===== src/rtl/sec_rtc_pkg.sv =====
package sec_rtc_pkg;
  localparam logic [4:0] OFF_STATUS = 5'h00;
  localparam logic [4:0] OFF_CFG    = 5'h04;
  localparam logic [4:0] OFF_SYSIRQ = 5'h08;
  localparam logic [4:0] OFF_TIME   = 5'h0C;
  localparam logic [4:0] OFF_ALARM  = 5'h10;

  // Strobes from control to datapath
  typedef struct packed {
    logic        loadTime;
    logic        loadAlarm;
    logic        loadCfg;
    logic        ackStatus;
    logic        sysWrite;
    logic [2:0]  sysData;   // {enable1, enable0, pending0 keep}
    logic [31:0] commitData;
  } rtcStrobes_t;
endpackage


===== src/rtl/sec_rtc_ctrl.sv =====
module sec_rtc_ctrl
  import sec_rtc_pkg::*;
#(
  parameter int SETTLE_CYCLES = 8
) (
  input  logic              clk,
  input  logic              rstN,
  input  logic              busCs,
  input  logic              busWe,
  input  logic              busGrp,
  input  logic [4:0]        busAddr,
  input  logic [31:0]       busWdata,
  output rtcStrobes_t       strobes,
  output logic              busyOut
);
  localparam int CNT_W = $clog2(SETTLE_CYCLES + 1);

  logic [CNT_W-1:0] settleCnt;
  logic [4:0]       pendAddr;
  logic [31:0]      pendData;
  logic             coreHit, accept, commit, addrMapped;

  always_comb begin
    addrMapped = (busAddr == OFF_STATUS) || (busAddr == OFF_CFG) ||
                 (busAddr == OFF_TIME)   || (busAddr == OFF_ALARM);
    coreHit = busCs && busWe && !busGrp && addrMapped;
    accept  = coreHit && (settleCnt == '0);
    commit  = (settleCnt == CNT_W'(1));
  end

  always_ff @(posedge clk or negedge rstN) begin
    if (!rstN) begin
      settleCnt <= '0;
      pendAddr  <= '0;
      pendData  <= '0;
    end else if (accept) begin
      settleCnt <= CNT_W'(SETTLE_CYCLES);
      pendAddr  <= busAddr;
      pendData  <= busWdata;
    end else if (settleCnt != '0) begin
      settleCnt <= settleCnt - CNT_W'(1);
    end
  end

  always_comb begin
    strobes.loadTime   = commit && (pendAddr == OFF_TIME);
    strobes.loadAlarm  = commit && (pendAddr == OFF_ALARM);
    strobes.loadCfg    = commit && (pendAddr == OFF_CFG);
    strobes.ackStatus  = commit && (pendAddr == OFF_STATUS);
    strobes.commitData = pendData;
    strobes.sysWrite   = busCs && busWe && busGrp && (busAddr == OFF_SYSIRQ);
    strobes.sysData    = {busWdata[3], busWdata[2], busWdata[0]};
  end

  assign busyOut = (settleCnt != '0);


  busy_start_chk: assert property (@(posedge clk) disable iff (!rstN)
    $rose(busyOut) |-> $past(busCs && busWe && !busGrp));


  busy_no_extend_chk: assert property (@(posedge clk) disable iff (!rstN)
    (settleCnt > CNT_W'(1) && coreHit) |=> (settleCnt == $past(settleCnt) - CNT_W'(1)));
endmodule


===== src/rtl/sec_rtc_dp.sv =====
module sec_rtc_dp
  import sec_rtc_pkg::*;
#(
  parameter int SLOW_LOG2 = 2
) (
  input  logic        clk,
  input  logic        rstN,
  input  logic        tickPps,
  input  rtcStrobes_t strobes,
  input  logic        busGrp,
  input  logic [4:0]  busAddr,
  output logic [31:0] busRdata,
  output logic        irqOut
);
  logic [31:0] timeCount, alarmVal, nextCount;
  logic        cfgAlarmEn, cfgFreqEn, cfgOneHz;
  logic        stAlarm, sysPend0, sysEn0, sysEn1;
  logic        advance, alarmHit, periodicHit, eventHit, slowDue;

  always_comb begin
    nextCount   = timeCount + 32'd1;
    advance     = tickPps && !strobes.loadTime;
    slowDue     = (nextCount[SLOW_LOG2-1:0] == '0);
    alarmHit    = advance && cfgAlarmEn && (nextCount == alarmVal);
    periodicHit = advance && cfgFreqEn && (cfgOneHz || slowDue);
    eventHit    = alarmHit || periodicHit;
  end

  always_ff @(posedge clk or negedge rstN) begin
    if (!rstN) begin
      timeCount  <= '0;
      alarmVal   <= '0;
      cfgAlarmEn <= 1'b0;
      cfgFreqEn  <= 1'b0;
      cfgOneHz   <= 1'b0;
      stAlarm    <= 1'b0;
      sysPend0   <= 1'b0;
      sysEn0     <= 1'b0;
      sysEn1     <= 1'b0;
    end else begin
      if (strobes.loadTime)    timeCount <= strobes.commitData;
      else if (tickPps)        timeCount <= nextCount;
      if (strobes.loadAlarm)   alarmVal  <= strobes.commitData;
      if (strobes.loadCfg) begin
        cfgAlarmEn <= strobes.commitData[0];
        cfgFreqEn  <= strobes.commitData[1];
        cfgOneHz   <= strobes.commitData[2];
      end
      if (eventHit) stAlarm <= 1'b1;
      else if (strobes.ackStatus && strobes.commitData[0]) stAlarm <= 1'b0;
      if (eventHit) sysPend0 <= 1'b1;
      else if (strobes.sysWrite && !strobes.sysData[0]) sysPend0 <= 1'b0;
      if (strobes.sysWrite) begin
        sysEn0 <= strobes.sysData[1];
        sysEn1 <= strobes.sysData[2];
      end
    end
  end

  assign irqOut = sysPend0 && sysEn0;

  always_comb begin
    busRdata = '0;
    if (busGrp) begin
      if (busAddr == OFF_SYSIRQ) busRdata = {28'd0, sysEn1, sysEn0, 1'b0, sysPend0};
    end else begin
      unique case (busAddr)
        OFF_STATUS: busRdata = {31'd0, stAlarm};
        OFF_CFG:    busRdata = {29'd0, cfgOneHz, cfgFreqEn, cfgAlarmEn};
        OFF_TIME:   busRdata = timeCount;
        OFF_ALARM:  busRdata = alarmVal;
        default:    busRdata = '0;
      endcase
    end
  end


  tick_step_chk: assert property (@(posedge clk) disable iff (!rstN)
    (tickPps && !strobes.loadTime) |=> (timeCount == $past(timeCount) + 32'd1));


  load_wins_chk: assert property (@(posedge clk) disable iff (!rstN)
    strobes.loadTime |=> (timeCount == $past(strobes.commitData)));


  alarm_flag_chk: assert property (@(posedge clk) disable iff (!rstN)
    (tickPps && !strobes.loadTime && cfgAlarmEn && (timeCount + 32'd1 == alarmVal))
      |=> (stAlarm && sysPend0));


  irq_enable_chk: assert property (@(posedge clk) disable iff (!rstN)
    irqOut |-> sysEn0);


  pend_set_wins_chk: assert property (@(posedge clk) disable iff (!rstN)
    (alarmHit && strobes.sysWrite) |=> sysPend0);
endmodule


===== src/rtl/sec_rtc.sv =====
module sec_rtc
  import sec_rtc_pkg::*;
#(
  parameter int SETTLE_CYCLES = 8,
  parameter int SLOW_LOG2     = 2
) (
  input  logic        clk,
  input  logic        rstN,
  input  logic        tickPps,
  input  logic        busCs,
  input  logic        busWe,
  input  logic        busGrp,
  input  logic [4:0]  busAddr,
  input  logic [31:0] busWdata,
  output logic [31:0] busRdata,
  output logic        busyOut,
  output logic        irqOut
);
  rtcStrobes_t strobes;

  sec_rtc_ctrl #(.SETTLE_CYCLES(SETTLE_CYCLES)) i_ctrl (
    .clk(clk), .rstN(rstN), .busCs(busCs), .busWe(busWe), .busGrp(busGrp),
    .busAddr(busAddr), .busWdata(busWdata), .strobes(strobes), .busyOut(busyOut)
  );

  sec_rtc_dp #(.SLOW_LOG2(SLOW_LOG2)) i_dp (
    .clk(clk), .rstN(rstN), .tickPps(tickPps), .strobes(strobes),
    .busGrp(busGrp), .busAddr(busAddr), .busRdata(busRdata), .irqOut(irqOut)
  );
endmodule


===== config.mk =====
export PLATFORM = sky130hd
export DESIGN_NAME = sec_rtc
export DESIGN_NICKNAME = d
export VERILOG_FILES = /design/src/rtl/sec_rtc_pkg.sv /design/src/rtl/sec_rtc_ctrl.sv /design/src/rtl/sec_rtc_dp.sv /design/src/rtl/sec_rtc.sv
export SDC_FILE = /design/constraint.sdc
export NUM_CORES = 1
export LEC_CHECK = 0
export BUFFER_PORTS_ARGS = -buffer_cell sky130_fd_sc_hd__buf_4
export CAP_MARGIN = 10
export CORE_ASPECT_RATIO = 0.9
export CORE_MARGIN = 3
export CORE_UTILIZATION = 55
export DETAILED_ROUTE_END_ITERATION = 10
export PLACE_DENSITY = 0.76
export SLEW_MARGIN = 20
export SYNTH_ARGS = -nofsm -noshare
export SYNTH_HDL_FRONTEND = slang
export SYNTH_SLANG_ARGS = --single-unit

===== constraint.sdc =====
create_clock -name clk -period 4.7 [get_ports clk]
set_input_delay 0.47 -clock clk [delete_from_list [all_inputs] [get_ports clk]]
set_output_delay 0.47 -clock clk [all_outputs]
set_load 0.02 [all_outputs]

# Word level (Yosys, flattened, before mapping)
# Index checks and enable logic that the tools add are counted.
totals:
  regBits: 112
  in_bits: 43
  output_inout_bits: 34
  word_cells: 69
op_classes:
  n_addsub: 2
  n_eq_ne: 9
  mux: 11
  n_reduce_logical: 35
ops:
  columns: ["operator", "n"]
  rows:
  - ["32-bit one-hot mux with 4 select lines", 1]
  - ["32-bit two-way mux", 3]
  - ["32-bit by 1-bit adder with 32-bit output, second input constant", 1]
  - ["32-bit == test", 1]
  - ["1-bit logical AND", 18]
  - ["5-bit by 4-bit == test with 1-bit output, second input constant", 3]
  - ["4-bit two-way mux", 3]
  - ["5-bit by 3-bit == test with 1-bit output, second input constant", 2]
  - ["5-bit == test, second input constant", 2]
  - ["5-bit logical NOT", 2]
  - ["2-bit nonzero test", 4]
  - ["1-bit logical OR", 5]
  - ["4-bit by 1-bit == test with 1-bit output, second input constant", 1]
  - ["4-bit logical NOT", 1]
  - ["1-bit two-way mux", 4]
  - ["4-bit nonzero test", 1]
  - ["4-bit by 1-bit subtractor with 4-bit output, second input constant", 1]
  - ["1-bit logical NOT", 3]
  - ["2-bit logical NOT", 1]

# Logic depth before layout (Yosys ltp)
# Gate-level depths: netlist of run 1.
depth:
  ltp_word: 8
  ltp_mapped: 10
  depth_no_buf: 9

# Hierarchy
# Synthesis of run 1 repeated with hierarchy kept, for this count alone.
hier_totals:
  hier_cells: 670
  hier_area_um2: 6672.6
modules_own_cells:
  columns: ["mod", "instances", "cells_per_inst", "area_each_um2", "seq_area_each_um2"]
  rows:
  - ["sec_rtc_dp", 1, 553, 4824.6, 1776.7]
  - ["sec_rtc_ctrl", 1, 117, 1848.0, 1026.0]

# Least setup slack after synthesis of run 1
# OpenSTA, ideal clock, no wires.
synth_path:
  kind: "input-to-output"
  from: "input port busAddr[1]"
  to: "output port busRdata[3]"
  arrival_time_ns: 2.107
  t_required_ns: 4.230
  slack_ns: 2.123
  cell_stages: 7
  n_path_buf: 2
  cell_sequence: "or2_2 -> nor3_1 -> and2_1 -> clkbuf_1 -> clkbuf_1 -> a22oi_1 -> o21ai_0"
synth_between:
  elab_chain_cells: 3
  word_cells_on_any_way: 8
  cone_classes: "eq/ne (4); mux (3); reduce/logical (1)"
synth_rtl:
  columns: ["element", "line_no", "rtl"]
  rows:
  - ["from (decl)", "sec_rtc.sv:13", "input logic [4:0] busAddr,"]
  - ["5-bit == test, or another cell as far along", "sec_rtc_dp.sv:67", "unique case (busAddr)"]
  - ["32-bit one-hot mux with 4 select lines or 4-bit two-way mux (tied branches)", "sec_rtc_dp.sv:67, sec_rtc_dp.sv:65", null]
  - ["32-bit two-way mux (*)", "sec_rtc_dp.sv:64", "if (busGrp) begin"]
  - ["to (decl)", "sec_rtc.sv:15", "output logic [31:0] busRdata,"]
# Every way passes the cells marked *; elsewhere a longest branch is shown, timed or not.

# Worst setup path in the final report of run 1
layout_path:
  from: "register i_dp.timeCount[0]"
  to: "register i_dp.stAlarm"
layout_between:
  elab_chain_cells: 6
  word_cells_on_any_way: 9
  cone_classes: "add/sub (1); eq/ne (1); mux (1); reduce/logical (6)"
layout_rtl:
  columns: ["element", "line_no", "rtl"]
  rows:
  - ["from (decl)", "sec_rtc_dp.sv:15", "logic [31:0] timeCount, alarmVal, nextCount;"]
  - ["from (signal assigned)", "sec_rtc_dp.sv:41", "if (strobes.loadTime) timeCount <= strobes.commitData;"]
  - ["from (signal assigned)", "sec_rtc_dp.sv:42", "else if (tickPps) timeCount <= nextCount;"]
  - ["32-bit by 1-bit adder with 32-bit output (*)", "sec_rtc_dp.sv:21", "nextCount = timeCount + 32'd1;"]
  - ["branches (longest 3 deep; another with 32-bit == test)", null, null]
  - ["1-bit logical OR (*)", "sec_rtc_dp.sv:26", "eventHit = alarmHit || periodicHit;"]
  - ["1-bit two-way mux or 2-bit nonzero test (tied branches)", null, null]
  - ["to (signal assigned)", "sec_rtc_dp.sv:36", "stAlarm <= 1'b0;"]
  - ["to (signal assigned)", "sec_rtc_dp.sv:49", "if (eventHit) stAlarm <= 1'b1;"]
  - ["to (signal assigned)", "sec_rtc_dp.sv:50", "else if (strobes.ackStatus && strobes.commitData[0]) stAlarm <= 1'b0;"]
  - ["to (decl)", "sec_rtc_dp.sv:17", "logic stAlarm, sysPend0, sysEn0, sysEn1;"]
# Every way passes the cells marked *.
# A chain may end at the register's enable or synchronous reset.

==> impl_metrics.json, run 1 <==
{
  "outcome": "finished, final reports clean",
  "yosys.area.top_type": "dfrtp_1",
  "post-cts-setup-buffer-count": 0,
  "htreeDepth": 3,
  "die_y_um": 109,
  "async_reset_ff_share_pct": 100,
  "p_int_mw": 1.79,
  "postLayoutCellArea_um2": 7390,
  "p_comb_share_pct": 21.2,
  "grt_max_degree": 67,
  "fin_skew_ns": 0.00814,
  "ys_ff_latch": 112,
  "fmax_mhz": 335,
  "p_switching_mw": 0.847,
  "seq_power_share_pct": 49.0,
  "power_mw": 2.64,
  "finalWorstPathRequiredPeriod_ns": 2.99,
  "yosysMostFrequentCell": "dfrtp_1",
  "worstPathRequired_ns": 4.98,
  "synthTopCellsByArea": "dfrtp_1 (43%), mux2_2 (13%), xnor2_1 (5.9%)",
  "cts_made_buffers": 9,
  "worstPathArrival_ns": 3.27,
  "slew_viol_final": 0,
  "synth-simple-area-share_pct": 18.1,
  "insertion_delay_ns": 0.35,
  "fin_setup_tns_ns": 0,
  "synth_compound_area_share_pct": 11.7,
  "final_layout_size_suffix_gt1_share_pct": 25.6,
  "wire_per_inst_um": 18.0,
  "netlist_area_um2": 6490,
  "postRouteAntennaNets": 0,
  "yosysTopAreaCellShare_pct": 43.2,
  "startpoint_type": "register",
  "yosys_warnings": 0,
  "max-slew-margin-rel_pct": 39.0,
  "clkPwrFrac_pct": 29.8,
  "port_buffers": 76,
  "crit_family": "simple AND/OR/NAND/NOR gates",
  "diodes": 0,
  "dp.cells": 842,
  "vias_per_cell": 6.10,
  "seq_area_frac_synth_pct": 43.2,
  "layout.cells.non_filler": 858,
  "drt_iter0_drc": 565,
  "die_w_um": 121,
  "gr-total-overflow": 0,
  "critPathMaxFanout": 11,
  "ys_types": 64,
  "synthMuxAreaShare_pct": 13.0,
  "grt_pass1_wl_mm": 26.0,
  "wl_mm": 15.5,
  "cts.clk_slew.worst_paths_ns": 0.07,
  "ioPinCount": 77,
  "start_util_pct": 58.1,
  "whs_ns": 0.203,
  "syn_inst": 661,
  "fin_util_pct": 66.2,
  "syn_area_per_cell_um2": 9.82,
  "crit_path_end_kind": "register",
  "synth_top_family_by_area": "simple AND/OR/NAND/NOR gates",
  "critPathMaxStageDelay_ns": 0.62,
  "syn_nets": 707,
  "core_um2": 11200,
  "path_class": "reg -> reg",
  "holdBufCountCts": 0,
  "hold_path.class": "in -> async",
  "cts_tree": "built",
  "area_growth_pct": 13.9,
  "vias": 5234,
  "synth_common_cells": "dfrtp_1 (112), nor2_1 (82), mux2_2 (74)",
  "ir_drop_uv": 262,
  "power.share.switching_pct": 32.1,
  "antenna_found_initial": 0,
  "worst-slew-pin-transition_ns": 0.914,
  "rsz0062_at_grt": "no",
  "ys.flop_type": "dfrtp_1",
  "power_density_nw_per_um2": 357,
  "critPathBufInv": 0,
  "crit_slowest_cell": "or4_1",
  "grt_pass1_vias": 5198,
  "synth_fa_ha_area_share_pct": 0.578,
  "dp_hpwl_mm": 10.5,
  "gp_congestion": 0.981,
  "synth_xor_area_share_pct": 9.58,
  "die_area_um2": 13100,
  "grtUsageTotal_pct": 24.4,
  "crit_path_frequent_cell": "nand4_1",
  "synth_edf_count": 0,
  "cts_resized": 0,
  "clkSinkCount": 112,
  "power_leakage_nw": 3.24,
  "placed_cell_area_um2": 7080,
  "final-hold-violation-count": 0,
  "rows": 36,
  "fin_nets": 747,
  "dr.pass1.iters": 6,
  "cts.path.max_buffers": 2,
  "place_worst_setup_slack_ns": 1.76,
  "max_cap_violations": 0,
  "drc": 0,
  "setup_viol": 0,
  "period_share_pct": 63.5,
  "crit_chain": "ha_1 -> nand4_1 -> or4_1 -> a211o_1 -> a221o_1 -> a2111oi_2 -> nand4_1 -> nand3_1",
  "cts-root-buf": "clkbuf_16",
  "worst_slack_ns": 1.71
}
cells in the final DEF, fill, tap and decap left out, types with 6 or more instances in the layout:
| cell type | instances |
|---|---|
| xor2_1 | 27 |
| mux2_2 | 74 |
| and2_1 | 6 |
| and4_1 | 6 |
| nand3_1 | 23 |
| nor2_1 | 82 |
| o21ai_0 | 8 |
| buf_4 | 82 |
| dfrtp_1 | 112 |
| nand2_1 | 31 |
| inv_1 | 10 |
| nor4_1 | 8 |
| nand2b_1 | 7 |
| nor3_1 | 9 |
| clkbuf_16 | 9 |
| nand4_1 | 14 |
| xnor2_1 | 44 |
| a22oi_1 | 30 |
| a21oi_1 | 40 |
logic make-up (layout without fill, tap and decap cells):
group                    after synthesis  count (layout)
buffers and inverters                 63             108
AND/OR/NAND/NOR                      225             225
flip-flops                           112             112
AO/OA/AOI/OAI                        112             112
XOR/XNOR                              71              71
multiplexers                          75              75
adder cells (fa/ha/maj)                3               3
power groups by stage:
stage / registers, mW / clock network [mW] / logic, mW
2_1_floorplan: 1.19 / 0 / 0.504
3_3_place_gp: 1.29 / 0 / 0.531
3_5_place_dp: 1.30 / 0 / 0.552
4_1_cts: 1.29 / 0.792 / 0.560
5_1_grt: 1.32 / 0.835 / 0.617
6_report: 1.29 / 0.785 / 0.561
worst reg2reg max path: cells and delay by family, from the launching register on:
kind            cells  cell delay (ns)
fa+ha+maj           1             0.43
compound gates      3             0.96
flops               1             0.46
simple gates        4             1.07
final cells by class:
type / count / area (µm²)
Fill cell: 915 / 3780
Timing Repair Buffer: 82 / 616
Clock inverter: 6 / 68.8
Multi-Input combinational cell: 486 / 3440
Clock buffer: 10 / 239
Tap cell: 152 / 190
Sequential cell: 112 / 2800
Inverter: 10 / 37.5
registers in the layout, indices dropped and copies added, names as in the netlist:
signal and count:
i_dp.timeCount 32, i_dp.cfgFreqEn 1, i_ctrl.settleCnt 4, i_dp.sysEn0 1, i_dp.sysPend0 1, i_dp.alarmVal 32, i_dp.stAlarm 1, i_dp.cfgAlarmEn 1
i_ctrl.pendAddr 5, i_ctrl.pendData 32, i_dp.sysEn1 1, i_dp.cfgOneHz 1
layer usage:
layer / share of wire [%] / vias up / wire [µm] / global-route usage (%)
met5: 0 / - / 0 / 0
met4: 1.2 / 0 / 190 / 6.39
met3: 5.6 / 18 / 866 / 3.99
met2: 49 / 184 / 7610 / 41.5
met1: 44 / 2591 / 6790 / 32.7
li1: - / 2441 / - / -
worst paths after layout:
path,startpoint,end,slack [ns],depth (start not counted)
worst min-delay path,rstN,i_ctrl.settleCnt[2],0.20,1
min in group clk,busWdata[9],i_ctrl.pendData[9],0.35,2
worst min register to register,i_ctrl.pendAddr[0],i_ctrl.pendAddr[0],0.49,1
max in group asynchronous,rstN,i_dp.alarmVal[14],3.37,2
worst max-delay path,i_dp.timeCount[0],i_dp.stAlarm,1.71,8
worst max register to register,i_dp.timeCount[0],i_dp.stAlarm,1.71,8
Note: power is estimated with default switching activity, not from simulation.
==> inputs of run 2 (changes only) <==
--- a/config.mk
+++ b/config.mk
@@ -9,7 +9,7 @@
 export CAP_MARGIN = 10
 export CORE_ASPECT_RATIO = 0.9
 export CORE_MARGIN = 3
-export CORE_UTILIZATION = 55
+export CORE_UTILIZATION = 53
 export DETAILED_ROUTE_END_ITERATION = 10
 export PLACE_DENSITY = 0.76
 export SLEW_MARGIN = 20
==> constraint.sdc (replaced) <==
create_clock -name clk -period 2.4 [get_ports clk]
set_input_delay 0.24 -clock clk [delete_from_list [all_inputs] [get_ports clk]]
set_output_delay 0.24 -clock clk [all_outputs]
set_load 0.02 [all_outputs]
==> run 2 against run 1 <==
Against the previous run:
- sequential power grew 84%
- critical endpoint is now i_dp.timeCount[30]
- critical path depth grew 1
- sequential share of layout area decreased by 2.2 points
- final cell count is 6.2% higher
- largest power group unchanged
- non-clock buffer count grew 50
==> impl_metrics.json, run 2 (synthesized netlist as in run 1, its figures left out) <==
{
  "fin_util_pct": 67.1,
  "drt_iter0_drc": 470,
  "dp.cells": 889,
  "p_switching_mw": 1.74,
  "setup_viol": 0,
  "dp_hpwl_mm": 11.8,
  "worst_slack_ns": 0.0751,
  "gr-total-overflow": 0,
  "finalWorstPathRequiredPeriod_ns": 2.32,
  "port_buffers": 76,
  "grt_max_degree": 56,
  "clkPwrFrac_pct": 25.5,
  "fin_setup_tns_ns": 0,
  "cts.clk_slew.worst_paths_ns": 0.07,
  "wire_per_inst_um": 18.1,
  "p_comb_share_pct": 30.3,
  "cts.path.max_buffers": 2,
  "max-slew-margin-rel_pct": 37.6,
  "crit_path_frequent_cell": "nor3_1",
  "critPathMaxFanout": 9,
  "grt_pass1_vias": 5514,
  "vias": 5511,
  "critPathBufInv": 1,
  "dr.pass1.iters": 6,
  "final_layout_size_suffix_gt1_share_pct": 32.2,
  "placed_cell_area_um2": 7440,
  "vias_per_cell": 6.05,
  "htreeDepth": 3,
  "cts_made_buffers": 9,
  "area_growth_pct": 21.0,
  "power_mw": 5.35,
  "crit_path_end_kind": "register",
  "layout.cells.non_filler": 911,
  "cts_tree": "built",
  "ioPinCount": 77,
  "slew_viol_final": 0,
  "startpoint_type": "register",
  "whs_ns": 0.120,
  "place_worst_setup_slack_ns": 0.0318,
  "mostFrequentLayoutCell": "buf_4",
  "top_regs": "i_ctrl.pendData x32, i_dp.alarmVal x32, i_dp.timeCount x32",
  "p_int_mw": 3.61,
  "fmax_mhz": 430,
  "cts-root-buf": "clkbuf_16",
  "path_class": "reg -> reg",
  "start_util_pct": 55.4,
  "die_area_um2": 13600,
  "fin_skew_ns": 0.00732,
  "postRouteAntennaNets": 0,
  "drc": 0,
  "power.share.switching_pct": 32.5,
  "hold_path.class": "in -> reg",
  "postLayoutCellArea_um2": 7860,
  "crit_slowest_cell": "dfrtp_1",
  "worst-slew-pin-transition_ns": 0.937,
  "crit_family": "simple AND/OR/NAND/NOR gates",
  "rsz0062_at_grt": "yes",
  "final-hold-violation-count": 0,
  "max_cap_violations": 0,
  "crit_chain": "ha_2 -> buf_4 -> nand4_1 -> nor3_1 -> nand3_1 -> nor3_1 -> nand2_1 -> xor2_1 -> a21oi_1",
  "period_share_pct": 96.9,
  "critPathMaxStageDelay_ns": 0.37,
  "clkSinkCount": 112,
  "insertion_delay_ns": 0.35,
  "ir_drop_uv": 513,
  "rows": 37,
  "power_density_nw_per_um2": 681,
  "die_w_um": 123,
  "die_y_um": 111,
  "fin_nets": 797,
  "wl_mm": 16.5,
  "outcome": "finished, final reports clean",
  "grt_pass1_wl_mm": 27.1,
  "gp_congestion": 0.941,
  "nFillCells": 917,
  "core_um2": 11700,
  "seq_power_share_pct": 44.3,
  "final_cell_mix": "buf_4 (126), dfrtp_1 (110), nor2_1 (82), mux2_2 (74), xnor2_1 (44)",
  "power_leakage_nw": 3.51,
  "grtUsageTotal_pct": 24.5,
  "diodes": 0,
  "worstPathRequired_ns": 2.67,
  "worstPathArrival_ns": 2.59,
  "antenna_found_initial": 0
}
[run 2: routing by layer]
metal	share of wire, %	up-vias	global-route usage [%]
met3	5.6	17	4.74
met1	45	2757	34.3
li1	-	2558	-
met5	0	-	0
met4	1.2	0	5.45
met2	49	179	39.3
[run 2: what timing repair did]
item | 4_1_cts | 5_1_grt
endpoints found under the hold margin | 29 | 0
hold buffers | 1 | 0
gates resized for setup | 0 | 22
endpoints found under the setup margin | 0 | 6
buffers inserted | 0 | 6
[run 2: worst paths after layout]
path                                    start                   to  slack [ns]  cells after the start
max in group asynchronous                rstN   i_dp.timeCount[13]        1.28                      3
max reg2reg                 i_dp.timeCount[1]   i_dp.timeCount[30]        0.08                      9
min                              busWdata[14]  i_ctrl.pendData[14]        0.12                      2
max                         i_dp.timeCount[1]   i_dp.timeCount[30]        0.08                      9
min reg2reg                i_ctrl.pendAddr[1]   i_ctrl.pendAddr[1]        0.49                      1
min in group asynchronous                rstN        i_dp.sysPend0        0.37                      2
[run 2: final cells by class]
cell class              count  area, µm²  share of cell area (%)
flip-flops and latches    112       2810                    35.7
multi-input cells         486       3530                    45.0
clock inverters             4       22.5                   0.287
inverters                  10       37.5                   0.478
repair buffers            132       1030                    13.1
well taps                 156        195                    2.48
clock buffers              11        233                    2.96
[run 2: power by group through the flow]
stage / Combinational [mW] / Sequential (mW) / Clock, mW
finish: 1.62 / 2.37 / 1.36
detailed placement: 1.50 / 2.40 / 0
global route: 1.78 / 2.40 / 1.45
CTS: 1.51 / 2.36 / 1.40
global placement: 1.46 / 2.37 / 0
floorplan: 0.993 / 2.34 / 0
==> inputs of run 3 (changes only) <==
--- a/config.mk
+++ b/config.mk
@@ -9,9 +9,11 @@
 export CAP_MARGIN = 10
 export CORE_ASPECT_RATIO = 0.9
 export CORE_MARGIN = 3
-export CORE_UTILIZATION = 53
+export CORE_UTILIZATION = 45
 export DETAILED_ROUTE_END_ITERATION = 10
-export PLACE_DENSITY = 0.76
+export PLACE_DENSITY = 0.67
+export RECOVER_POWER = 100
+export SETUP_SLACK_MARGIN = 0.3
 export SLEW_MARGIN = 20
 export SYNTH_ARGS = -nofsm -noshare
 export SYNTH_HDL_FRONTEND = slang
==> run 3 against run 2 <==
Against the previous run:
- final cell count up 4.0%
- non-clock buffer count up 2
- utilization down 9.8 points
- sequential power about the same
- first-iteration DRC count down 29%
- critical endpoint is now busRdata[2]
- largest power group unchanged
==> impl_metrics.json, run 3 (synthesized netlist as in run 1, its figures left out) <==
{
  "vias": 5412,
  "startpoint_type": "input port",
  "reg2reg_to": "i_dp.stAlarm",
  "worstPathArrival_ns": 2.11,
  "layout.cells.non_filler": 947,
  "critPathMaxFanout": 31,
  "place_worst_setup_slack_ns": 0.0604,
  "port_buffers": 76,
  "path_depth": 8,
  "mostFrequentLayoutCell": "dfrtp_1",
  "crit_family": "simple AND/OR/NAND/NOR gates",
  "seq_power_share_pct": 44.1,
  "cts_made_buffers": 9,
  "grt_max_degree": 69,
  "crit_end": "busRdata[2]",
  "clkSinkCount": 112,
  "max_cap_violations": 0,
  "cts_tree": "built",
  "gp_congestion": 0.921,
  "hold_path.class": "in -> reg",
  "fin_skew_ns": 0.00436,
  "rsz0062_at_grt": "yes",
  "vias_per_cell": 5.71,
  "gr-total-overflow": 0,
  "critPathMaxStageDelay_ns": 0.40,
  "p_comb_share_pct": 28.8,
  "crit_path_frequent_cell": "clkbuf_4",
  "p_switching_mw": 1.77,
  "top_regs": "i_ctrl.pendData x32, i_dp.alarmVal x32, i_dp.timeCount x32",
  "max-slew-margin-rel_pct": 37.6,
  "ioPinCount": 77,
  "power_leakage_nw": 3.47,
  "core_um2": 13700,
  "dr.pass1.iters": 5,
  "final_cell_mix": "dfrtp_1 (109), buf_4 (95), nor2_1 (81), mux2_2 (74), xnor2_1 (42)",
  "wl_mm": 17.3,
  "critPathBufInv": 3,
  "ir_drop_uv": 454,
  "wire_per_inst_um": 18.2,
  "crit_chain": "clkbuf_4 -> or2_2 -> nor3_1 -> and2_0 -> clkbuf_4 -> a222oi_1 -> o21ai_1 -> buf_2",
  "regArea_um2": 2810,
  "clkPwrFrac_pct": 27.1,
  "final_layout_size_suffix_gt1_share_pct": 31.8,
  "slew_viol_final": 0,
  "cts.path.max_buffers": 2,
  "grt_pass1_vias": 5532,
  "crit_slowest_cell": "clkbuf_4",
  "p_int_mw": 3.60,
  "area_growth_pct": 20.9,
  "antenna_found_initial": 0,
  "postRouteAntennaNets": 0,
  "power.share.switching_pct": 33.0,
  "setup_viol": 0,
  "multiInputGateArea_um2": 3570,
  "worstPathRequired_ns": 2.16,
  "grt_pass1_wl_mm": 28.6,
  "crit_path_end_kind": "output pin",
  "start_util_pct": 47.3,
  "power_density_nw_per_um2": 683,
  "cts-root-buf": "clkbuf_16",
  "worst_slack_ns": 0.0518,
  "grtUsageTotal_pct": 22.2,
  "fmax_mhz": 426,
  "die_area_um2": 15900,
  "fin_nets": 799,
  "nFillCells": 1282,
  "insertion_delay_ns": 0.36,
  "drc": 0,
  "outcome": "finished, final reports clean",
  "path_class": "in -> out",
  "dp_hpwl_mm": 12.3,
  "power_mw": 5.36,
  "htreeDepth": 3,
  "diodes": 0,
  "die_w_um": 133,
  "startpoint": "busAddr[1]",
  "worst_r2r_path_depth": 7,
  "die_y_um": 120,
  "reg2reg_from": "i_dp.timeCount[10]",
  "cts.clk_slew.worst_paths_ns": 0.07,
  "rrSetupSlack_ns": 0.08,
  "finalWorstPathRequiredPeriod_ns": 2.35,
  "drt_iter0_drc": 332,
  "final-hold-violation-count": 0,
  "worst-slew-pin-transition_ns": 0.936,
  "rows": 40,
  "period_share_pct": 97.8,
  "dp.cells": 927
}
## run 3: cell count changes in the layout (fill, tap and decap cells not counted), sizes merged
cell | before | now
clkbuf | 11 | 46
buf | 131 | 97
clkinv | 3 | 4
inv | 10 | 11
## run 3: worst min path at each step
stage / from / endpoint / slack (ns) / cells past startpoint
after detailed placement: rstN / i_ctrl.settleCnt[2] / 0.1 / 1
after floorplan: rstN / i_ctrl.pendAddr[0] / -0.06 / 0
after global routing: busWdata[20] / i_ctrl.pendData[20] / 0.09 / 2
final: busWdata[22] / i_ctrl.pendData[22] / 0.10 / 2
after global placement: rstN / i_ctrl.settleCnt[3] / 0.1 / 1
after CTS: busWdata[11] / i_ctrl.pendData[11] / 0.09 / 2
## run 3: power by group through the flow
stage	Sequential, mW	Clock [mW]	Combinational, mW
after floorplan	2.34	0	1.05
after global placement	2.38	0	1.46
after detailed placement	2.41	0	1.50
after CTS	2.37	1.50	1.53
after global routing	2.40	1.57	1.71
final	2.37	1.45	1.54
## run 3: metal layers
layer	up-vias	routed length [µm]	GRT usage [%]
met3	28	827	4.32
met4	0	246	6.04
met5	-	0	0
li1	2540	-	-
met1	2684	8030	30.4
met2	160	8150	36.1
## run 3: layout make-up
class / count / area share (%)
clock buffer: 10 / 3.04
inverter: 10 / 0.478
clock inverter: 6 / 0.558
sequential: 112 / 35.8
timing repair buffer: 134 / 11.7
tap: 189 / 3.01
multi-input combinational: 486 / 45.5
## run 3: metrics by stage
stage          hold slack (ns)  util, %  cell area [µm²]  TNS, ns
2_1_floorplan          -0.0556        -             6610        0
3_5_place_dp            0.0980     55.2             7570        0
5_1_grt                 0.0859     57.2             7850  -0.0130
3_3_place_gp            0.0996     55.2             7570        0
4_1_cts                 0.0906     57.8             7930        0
6_report                 0.105     57.2             7850        0
## run 3: repair_timing
action | CTS | global route
setup buffers | 1 | 2
pin swaps | 2 | 13
gates resized for setup | 14 | 16
setup endpoints to repair | 44 | 47
cloned | 0 | 0
endpoints found under the hold margin | 11 | 0
hold buffers | 1 | 0
## run 3: worst register-to-register path: stages (launching register included)
cell and delay [ns]:
dfrtp_2 0.43, nand4_4 0.11, or4_4 0.59, or4b_2 0.65, nand4b_1 0.14, a211oi_2 0.06, nand4_1 0.13, nand3_1 0.09
